**config.mk**
```make
export PLATFORM = sky130hd
export DESIGN_NAME = bank_seq
export DESIGN_NICKNAME = d
export VERILOG_FILES = /design/src/rtl/bank_seq_pkg.sv /design/src/rtl/bank_wait_timer.sv /design/src/rtl/bank_row_tracker.sv /design/src/rtl/bank_rd_pipe.sv /design/src/rtl/bank_seq.sv
export SDC_FILE = /design/constraint.sdc
export NUM_CORES = 1
export LEC_CHECK = 0
export BUFFER_PORTS_ARGS = -buffer_cell sky130_fd_sc_hd__buf_2
export CORE_MARGIN = 2
export CORE_UTILIZATION = 56
export DETAILED_ROUTE_END_ITERATION = 8
export GPL_TIMING_DRIVEN = 1
export HOLD_SLACK_MARGIN = 0.08
export PLACE_DENSITY = 0.85
export SYNTH_ARGS = -nofsm -noshare
export SYNTH_HDL_FRONTEND = slang
export SYNTH_HIERARCHICAL = 1
export SYNTH_SLANG_ARGS = --single-unit
```
**constraint.sdc**
```tcl
create_clock -name clk -period 2.4 [get_ports clk]
set_input_delay 0.48 -clock clk [delete_from_list [all_inputs] [get_ports clk]]
set_output_delay 0.48 -clock clk [all_outputs]
set_load 0.01 [all_outputs]
```
**src/rtl/bank_seq_pkg.sv**
```systemverilog
package bank_seq_pkg;
  typedef enum logic [2:0] {
    CMD_NOP = 3'd0,
    CMD_ACT = 3'd1,
    CMD_RD  = 3'd2,
    CMD_WR  = 3'd3,
    CMD_PRE = 3'd4
  } dram_cmd_e;

  typedef enum logic [1:0] {
    ST_IDLE     = 2'd0,
    ST_PRE_WAIT = 2'd1,
    ST_ACT_WAIT = 2'd2
  } seq_state_e;

  // Counter preload so that the next command lands t cycles after the current one.
  function automatic int unsigned wait_preload(input int unsigned t);
    return (t == 0) ? 0 : t - 1;
  endfunction

  function automatic int unsigned max2(input int unsigned a, input int unsigned b);
    return (a > b) ? a : b;
  endfunction

  function automatic logic is_col_cmd(input dram_cmd_e c);
    return (c == CMD_RD) || (c == CMD_WR);
  endfunction
endpackage

```
**src/rtl/bank_wait_timer.sv**
```systemverilog
module bank_wait_timer #(
  parameter int CNT_W = 4
) (
  input  logic             clk,
  input  logic             rst_n,
  input  logic             load,
  input  logic [CNT_W-1:0] load_val,
  output logic             done
);
  logic [CNT_W-1:0] cnt_q;

  always_ff @(posedge clk) begin
    if (!rst_n)             cnt_q <= '0;
    else if (load)          cnt_q <= load_val;
    else if (cnt_q != '0)   cnt_q <= cnt_q - 1'b1;
  end

  assign done = (cnt_q == '0);


  count_down_chk: assert property (@(posedge clk) disable iff (!rst_n)
    (!load && cnt_q != '0) |=> (cnt_q == $past(cnt_q) - 1'b1));
endmodule

```
**src/rtl/bank_row_tracker.sv**
```systemverilog
module bank_row_tracker #(
  parameter int ROW_W = 8
) (
  input  logic             clk,
  input  logic             rst_n,
  input  logic             open_set,
  input  logic [ROW_W-1:0] set_row,
  input  logic             close,
  input  logic [ROW_W-1:0] probe_row,
  output logic             row_open,
  output logic             row_hit
);
  logic [ROW_W-1:0] open_row_q;

  always_ff @(posedge clk) begin
    if (!rst_n) begin
      row_open   <= 1'b0;
      open_row_q <= '0;
    end else if (open_set) begin
      row_open   <= 1'b1;
      open_row_q <= set_row;
    end else if (close) begin
      row_open   <= 1'b0;
    end
  end

  assign row_hit = row_open && (open_row_q == probe_row);


  no_reopen_chk: assert property (@(posedge clk) disable iff (!rst_n)
    open_set |-> !row_open);
endmodule

```
**src/rtl/bank_rd_pipe.sv**
```systemverilog
module bank_rd_pipe #(
  parameter int LAT = 4
) (
  input  logic clk,
  input  logic rst_n,
  input  logic issue,
  output logic fire
);
  generate
    if (LAT <= 1) begin : g_single
      logic stage_q;
      always_ff @(posedge clk) begin
        if (!rst_n) stage_q <= 1'b0;
        else        stage_q <= issue;
      end
      assign fire = stage_q;
    end else begin : g_shift
      logic [LAT-1:0] stage_q;
      always_ff @(posedge clk) begin
        if (!rst_n) stage_q <= '0;
        else        stage_q <= {stage_q[LAT-2:0], issue};
      end
      assign fire = stage_q[LAT-1];
    end
  endgenerate
endmodule

```
**src/rtl/bank_seq.sv**
```systemverilog
module bank_seq
  import bank_seq_pkg::*;
#(
  parameter int ROW_W  = 8,
  parameter int COL_W  = 6,
  parameter int DATA_W = 16,
  parameter int T_RCD  = 3,
  parameter int T_RP   = 2,
  parameter int T_CL   = 4,
  localparam int ADDR_W = (ROW_W > COL_W) ? ROW_W : COL_W
) (
  input  logic              clk,
  input  logic              rst_n,
  input  logic              req_valid,
  output logic              req_ready,
  input  logic              req_write,
  input  logic [ROW_W-1:0]  req_row,
  input  logic [COL_W-1:0]  req_col,
  input  logic [DATA_W-1:0] req_wdata,
  output logic [2:0]        cmd,
  output logic [ADDR_W-1:0] cmd_addr,
  output logic [DATA_W-1:0] cmd_wdata,
  input  logic [DATA_W-1:0] dq_in,
  output logic              rsp_valid,
  output logic [DATA_W-1:0] rsp_data
);
  localparam int CNT_W = $clog2(max2(T_RCD, T_RP) + 1);
  localparam logic [CNT_W-1:0] RP_LOAD  = CNT_W'(wait_preload(T_RP));
  localparam logic [CNT_W-1:0] RCD_LOAD = CNT_W'(wait_preload(T_RCD));

  seq_state_e        state_q;
  dram_cmd_e         cmd_q;
  logic [ADDR_W-1:0] addr_q;
  logic [DATA_W-1:0] wdata_q;
  logic              pend_wr_q;
  logic [ROW_W-1:0]  pend_row_q;
  logic [COL_W-1:0]  pend_col_q;
  logic [DATA_W-1:0] pend_wdata_q;

  // Named events for the assertions and the sub-blocks
  logic accept, row_open, row_hit, tmr_done;
  logic ev_pre, ev_act, ev_hit, ev_late_col;
  logic             tmr_load;
  logic [CNT_W-1:0] tmr_val;
  logic [ROW_W-1:0] act_row;

  assign req_ready   = (state_q == ST_IDLE);
  assign accept      = req_valid && req_ready;
  assign ev_hit      = accept && row_hit;
  assign ev_pre      = accept && !row_hit && row_open;
  assign ev_act      = (accept && !row_open) || (state_q == ST_PRE_WAIT && tmr_done);
  assign ev_late_col = (state_q == ST_ACT_WAIT) && tmr_done;
  assign act_row     = (state_q == ST_IDLE) ? req_row : pend_row_q;
  assign tmr_load    = ev_pre || ev_act;
  assign tmr_val     = ev_pre ? RP_LOAD : RCD_LOAD;

  bank_row_tracker #(.ROW_W(ROW_W)) u_rows (
    .clk(clk), .rst_n(rst_n), .open_set(ev_act), .set_row(act_row),
    .close(ev_pre), .probe_row(req_row), .row_open(row_open), .row_hit(row_hit)
  );

  bank_wait_timer #(.CNT_W(CNT_W)) u_timer (
    .clk(clk), .rst_n(rst_n), .load(tmr_load), .load_val(tmr_val), .done(tmr_done)
  );

  bank_rd_pipe #(.LAT(T_CL)) u_rdlat (
    .clk(clk), .rst_n(rst_n), .issue(cmd_q == CMD_RD), .fire(rsp_valid)
  );

  always_ff @(posedge clk) begin
    if (!rst_n) begin
      state_q      <= ST_IDLE;
      cmd_q        <= CMD_NOP;
      addr_q       <= '0;
      wdata_q      <= '0;
      pend_wr_q    <= 1'b0;
      pend_row_q   <= '0;
      pend_col_q   <= '0;
      pend_wdata_q <= '0;
    end else begin
      cmd_q   <= CMD_NOP;
      addr_q  <= '0;
      wdata_q <= '0;
      unique case (state_q)
        ST_IDLE: if (accept) begin
          pend_wr_q    <= req_write;
          pend_row_q   <= req_row;
          pend_col_q   <= req_col;
          pend_wdata_q <= req_wdata;
          if (row_hit) begin
            cmd_q   <= req_write ? CMD_WR : CMD_RD;
            addr_q  <= ADDR_W'(req_col);
            wdata_q <= req_write ? req_wdata : '0;
          end else if (row_open) begin
            cmd_q   <= CMD_PRE;
            state_q <= ST_PRE_WAIT;
          end else begin
            cmd_q   <= CMD_ACT;
            addr_q  <= ADDR_W'(req_row);
            state_q <= ST_ACT_WAIT;
          end
        end
        ST_PRE_WAIT: if (tmr_done) begin
          cmd_q   <= CMD_ACT;
          addr_q  <= ADDR_W'(pend_row_q);
          state_q <= ST_ACT_WAIT;
        end
        ST_ACT_WAIT: if (ev_late_col) begin
          cmd_q   <= pend_wr_q ? CMD_WR : CMD_RD;
          addr_q  <= ADDR_W'(pend_col_q);
          wdata_q <= pend_wr_q ? pend_wdata_q : '0;
          state_q <= ST_IDLE;
        end
        default: state_q <= ST_IDLE;
      endcase
    end
  end

  assign cmd       = cmd_q;
  assign cmd_addr  = addr_q;
  assign cmd_wdata = wdata_q;
  assign rsp_data  = rsp_valid ? dq_in : '0;


  act_when_closed_chk: assert property (@(posedge clk) disable iff (!rst_n)
    (cmd_q == CMD_ACT) |-> !$past(row_open));


  col_when_open_chk: assert property (@(posedge clk) disable iff (!rst_n)
    is_col_cmd(cmd_q) |-> row_open);


  wait_no_col_chk: assert property (@(posedge clk) disable iff (!rst_n)
    (state_q != ST_IDLE) |-> !is_col_cmd(cmd_q));


  idle_addr_zero_chk: assert property (@(posedge clk) disable iff (!rst_n)
    (cmd_q == CMD_NOP || cmd_q == CMD_PRE) |-> (cmd_addr == '0));


  wdata_only_wr_chk: assert property (@(posedge clk) disable iff (!rst_n)
    (cmd_q != CMD_WR) |-> (cmd_wdata == '0));
endmodule

```
# Word level (Yosys, flattened, before mapping)
# Index checks and enable logic that the tools add are counted.
[totals] reg_bits=75 in_bits=50 wordCells=72
[op_classes] add_sub_neg=1 n_eq_ne=8 n_mux=33 reduce_logical=18
[op_table] cell="two-way mux 16 bit" count=6
[op_table] cell="two-way mux 8 bit" count=5
[op_table] cell="case mux 16 bit (2 select lines)" count=1
[op_table] cell="case mux 8 bit (3 select lines)" count=1
[op_table] cell="two-way mux 2 bit" count=9
[op_table] cell="two-way mux 3 bit" count=3
[op_table] cell="case mux 3 bit (3 select lines)" count=1
[op_table] cell="== test 8 bit" count=1
[op_table] cell="logical AND 1 bit" count=7
[op_table] cell="two-way mux 6 bit" count=1
[op_table] cell="!= test 2 bit (second input constant)" count=3
[op_table] cell="case mux 2 bit (3 select lines)" count=1
[op_table] cell="nonzero test 2 bit" count=3
[op_table] cell="two-way mux 1 bit" count=5
[op_table] cell="logical NOT 2 bit" count=2
[op_table] cell="AND reduction 4 bit" count=1
[op_table] cell="== test 3 x 2 -> 1 bit (second input constant)" count=1
[op_table] cell="== test 2 x 1 -> 1 bit (second input constant)" count=1
[op_table] cell="== test 2 bit (second input constant)" count=1
[op_table] cell="logical NOT 1 bit" count=2
[op_table] cell="logical OR 1 bit" count=2
[op_table] cell="!= test 2 x 1 -> 1 bit (second input constant)" count=1
[op_table] cell="AND reduction 2 bit" count=1
[op_table] cell="subtractor 2 x 1 -> 2 bit (second input constant)" count=1

# Longest topological paths before layout
[logic_depth] ltp_word=7 mapped_depth=8 ltp_nobuf=7

# By module
# The synthesis kept the hierarchy.
[modules_own_cells] module="bank_seq" n_inst=1 cells_per_inst=300 area_each_um2=2677.6 seq_area_each_um2=1201.2
[modules_own_cells] module="bank_row_tracker" n_inst=1 cells_per_inst=40 area_each_um2=430.4 seq_area_each_um2=180.2
[modules_own_cells] module="bank_wait_timer" n_inst=1 cells_per_inst=13 area_each_um2=123.9 seq_area_each_um2=40.0
[modules_own_cells] module="bank_rd_pipe" n_inst=1 cells_per_inst=8 area_each_um2=105.1 seq_area_each_um2=80.1

# Worst setup path before layout
# No wires, ideal clock.
[synth_path] path_type="input -> register" start="in req_valid" end="reg u_rows.open_row_q[0]" setup_ns=0.116 arrival_ns=1.595 setup_slack_ns=0.689 cell_stages=7 n_path_buf=3 path_cell_list="or3b_1 > buf_2 > buf_6 > o21ai_1 > buf_6 > mux2i_1 > nor2b_1"
[synth_via] elab_chain_len=3
[synth_rtl] item="start: declaration" line_no="bank_seq.sv:14" source="input logic req_valid,"
[synth_rtl] item="logical AND 1 bit" line_no="bank_seq.sv:48" source="assign accept = req_valid && req_ready;"
[synth_rtl] item="logical AND 1 bit" line_no="bank_seq.sv:51" source="assign ev_act = (accept && !row_open) || (state_q == ST_PRE_WAIT && tmr_done);"
[synth_rtl] item="logical OR 1 bit" line_no="bank_seq.sv:51"
[synth_rtl] item="net ev_act" line_no="bank_seq.sv:42" source="logic ev_pre, ev_act, ev_hit, ev_late_col;"
[synth_rtl] item="end signal: assignment" line_no="bank_row_tracker.sv:21" source="open_row_q <= set_row;"
[synth_rtl] item="end: declaration" line_no="bank_row_tracker.sv:13" source="logic [ROW_W-1:0] open_row_q;"
# The timed path passes the listed nets, and every way through them passes these cells.
# A chain may end at the register's enable or synchronous reset.

# Worst setup path after layout
[layout_path] start="reg state_q[0]" end="out req_ready"
[layout_via] elab_chain_len=1
[layout_rtl] item="start: declaration" line_no="bank_seq.sv:31" source="seq_state_e state_q;"
[layout_rtl] item="start signal: assignment" line_no="bank_seq.sv:72" source="state_q <= ST_IDLE;"
[layout_rtl] item="start signal: assignment" line_no="bank_seq.sv:96" source="state_q <= ST_PRE_WAIT;"
[layout_rtl] item="start signal: assignment" line_no="bank_seq.sv:100" source="state_q <= ST_ACT_WAIT;"
[layout_rtl] item="logical NOT 2 bit" line_no="bank_seq.sv:47" source="assign req_ready = (state_q == ST_IDLE);"
[layout_rtl] item="end: declaration" line_no="bank_seq.sv:15" source="output logic req_ready,"
# Every way passes these cells.

==> results.md <==
- Outcome: finished, final reports clean
- Buffers on Ports: 94
- Routed WL: 7751 um
- Max cap viols: 0
- First-pass GRT wire length: 12540 um
- Critical Path RT: 1920 ps
- Die width: 81.20 um
- Final critical-path required period: 2135 ps
- Row count: 28
- Final Setup Violations: 0
- Via Count: 2918
- Syn Std Cell Area: 3337 um2
- Setup_tns: 0 ps
- Final period utilization: 0.8895
- Final nets: 501
- Post-CTS Setup Bufs: 0
- Area growth syn-to-layout: 21.48%
- Die ar.: 6593 um2
- Total power: 3.418 mW
- Yosys cell types: 43
- Clock-pin slew on the worst setup and hold paths: 90 ps
- Cells after synthesis: 361
- DRC: 0
- CTS tree: yes
- Clock Latency Late Sink: 350 ps
- ANT cells: 0
- Critical path's top delay family: flip-flops
- Yosys top cell area share: 0.4499
- # fillers: 461
- GP Congestion: 0.7804
- Post-DP HPWL: 5124 um
- PostCTS Resize Cnt: 0
- Die Height: 81.20 um
- Grt ovf: 0
- Post-synth ARST share: 0
- Max transition margin: 0.4954
- # IOs: 95
- Share of cells above drive strength 1: 0.3011
- R2R Setup Slk: 510 ps
- Sequential-to-total area share from yosys stat: 0.4499
- Multi-input combinational cell area: 1647 um2
- RSZ-0062 raised after global routing: false
- Initial Utilization: 0.5704
- P_leak: 1.810 nW
- Drt wl/cell: 14.62 um
- Syn_nets: 412
- CTS HTree Levels: 3
- Worst Skew: 9.494 ps
- CTS buffer count: 9
- Worst hold path class: in2reg
- Cell Chain, Critical Path: nor2_4, buf_2
- Max Root-Sink Buffers: 2
- PD cells: 843.1 nW/um2
- Root Driver: clkbuf_8
- Final Core Density: 0.6929
- Number of global-route vias before repair: 2710
- Core area: 5851 um2
- Total global-route track usage: 0.2497
- Critical-path top delay cell: dfxtp_1
- Post-synth top area cell: dfxtp_1
- CP bufs+invs: 1
- Largest net degree at the start of global routing: 32
- Post-synth EDFFs: 0
- Final Hold Slack: 368.2 ps
- Antenna Violating Nets Remaining: 0
- Max-slew violations: 0
- CP Class: reg2out
- Register area: 1501 um2
- Fin. Hold Viols: 0
- Worst EP arrival: 1650 ps
- DRT Pass-1 Iters: 5
- IR drop worst, VDD: 0.4846 mV
- Vias/cell: 5.506
- Least-Margin Pin Slew: 755.9 ps
- Max Fclk: 468.4 MHz
- Yosys reg bits: 75
- Crit-path max FO: 22
- Nature of the critical path endpoint: output port
- CP max stage delay: 560 ps
- Hold_buf cts: 0
- Top_reg_cell synth: dfxtp_1
- Mapped Avg Cell Area: 9.244 um2
- Synth top area cells: dfxtp_1, nand2_1, a21boi_1, a32oi_1, and2_1
- CP Launch Type: flop
- Initial antenna violation count: 0
- YS warnings: 6
- DR iter-0 viols: 207
- # clock sinks: 75
stage by stage:
stage / worst slack [ps] / cells / instance area, um2
after floorplan: 689.0 / 361 / 3337
after global placement: 414.9 / 514 / 3806
after detailed placement: 346.2 / 514 / 3806
after CTS: 270.8 / 530 / 4054
after global routing: 161.8 / 530 / 4054
final: 265.2 / 530 / 4054
tightest hold or removal path, cell delays in order:
cell      delay, ps
buf_2           100
nand2_1          50
a21boi_1         50
synth_stat cells, drive strengths merged, types with 9 or more instances:
cell,n
nand2,68
a32oi,22
a21oi,10
nor2b,12
nor2,18
a21boi,31
and2,21
and3b,12
clkbuf,9
dfxtp,75
buf,18
power by group:
group	internal, mW	switching [mW]	leakage, nW	total (mW)
logic	0.333	0.431	1.08	0.764
clock network	0.699	0.492	0.120	1.19
registers	1.37	0.0933	0.612	1.46
total	2.40	1.02	1.81	3.42
state kept, by name, indices dropped and copies added (netlist names), 2 cells and up:
signal	cells
state_q	2
pend_row_q	8
u_rows/open_row_q	8
pend_wdata_q	16
u_timer/cnt_q	2
cmd_wdata	16
cmd	3
pend_col_q	6
cmd_addr	8
u_rdlat/g_shift.stage_q	4
path summary, 6_finish.rpt:
check                                                 from                         end  cells after the start
worst min-delay path                          req_wdata[5]             pend_wdata_q[5]                      3
worst max-delay path                            state_q[0]                   req_ready                      2
worst min register to register  u_rdlat/g_shift.stage_q[1]  u_rdlat/g_shift.stage_q[2]                      1
worst max register to register                  state_q[0]        u_rows/open_row_q[0]                      6
routing by layer:
layer / vias up / routed length, um / track usage
met5: - / 0 / 0
met4: 0 / 81 / 0.1017
met3: 6 / 501 / 0.07222
met2: 109 / 3830 / 0.4256
met1: 1376 / 3338 / 0.2941
li1: 1427 / - / -
final cells by class:
| type | instances | area share |
|---|---|---|
| Sequential cell | 75 | 0.3704 |
| Clock inverter | 7 | 0.03056 |
| Tap cell | 75 | 0.02315 |
| Multi-Input combinational cell | 256 | 0.4062 |
| Timing Repair Buffer | 105 | 0.1364 |
| Clock buffer | 9 | 0.03056 |
| Inverter | 3 | 0.002778 |
logic make-up after synthesis:
| family | count (synthesis) | synth area share |
|---|---|---|
| AO/OA/AOI/OAI | 76 | 0.1676 |
| flip-flops | 75 | 0.4499 |
| AND/OR/NAND/NOR | 154 | 0.2475 |
| XOR/XNOR | 9 | 0.02362 |
| multiplexers | 16 | 0.05100 |
| adder cells (fa/ha/maj) | 1 | 0.003749 |
| buffers and inverters | 30 | 0.05662 |
placed cells by master (no fill, tap or decap), types with 2 or more instances in the layout:
cell type / instances
nand3_1: 8
nor2b_1: 12
inv_6: 2
nand2b_1: 2
clkbuf_8: 9
a21oi_1: 10
xnor2_1: 8
a32oi_1: 22
buf_4: 11
o21ai_1: 2
mux2i_1: 8
nand2_1: 68
nor2_1: 17
dfxtp_1: 75
bufinv_16: 3
mux2_2: 8
and2_1: 21
a21boi_1: 30
inv_1: 2
buf_2: 94
o21ai_0: 6
and3b_1: 12
o21a_1: 2
Note: power is estimated with default switching activity, not from simulation.
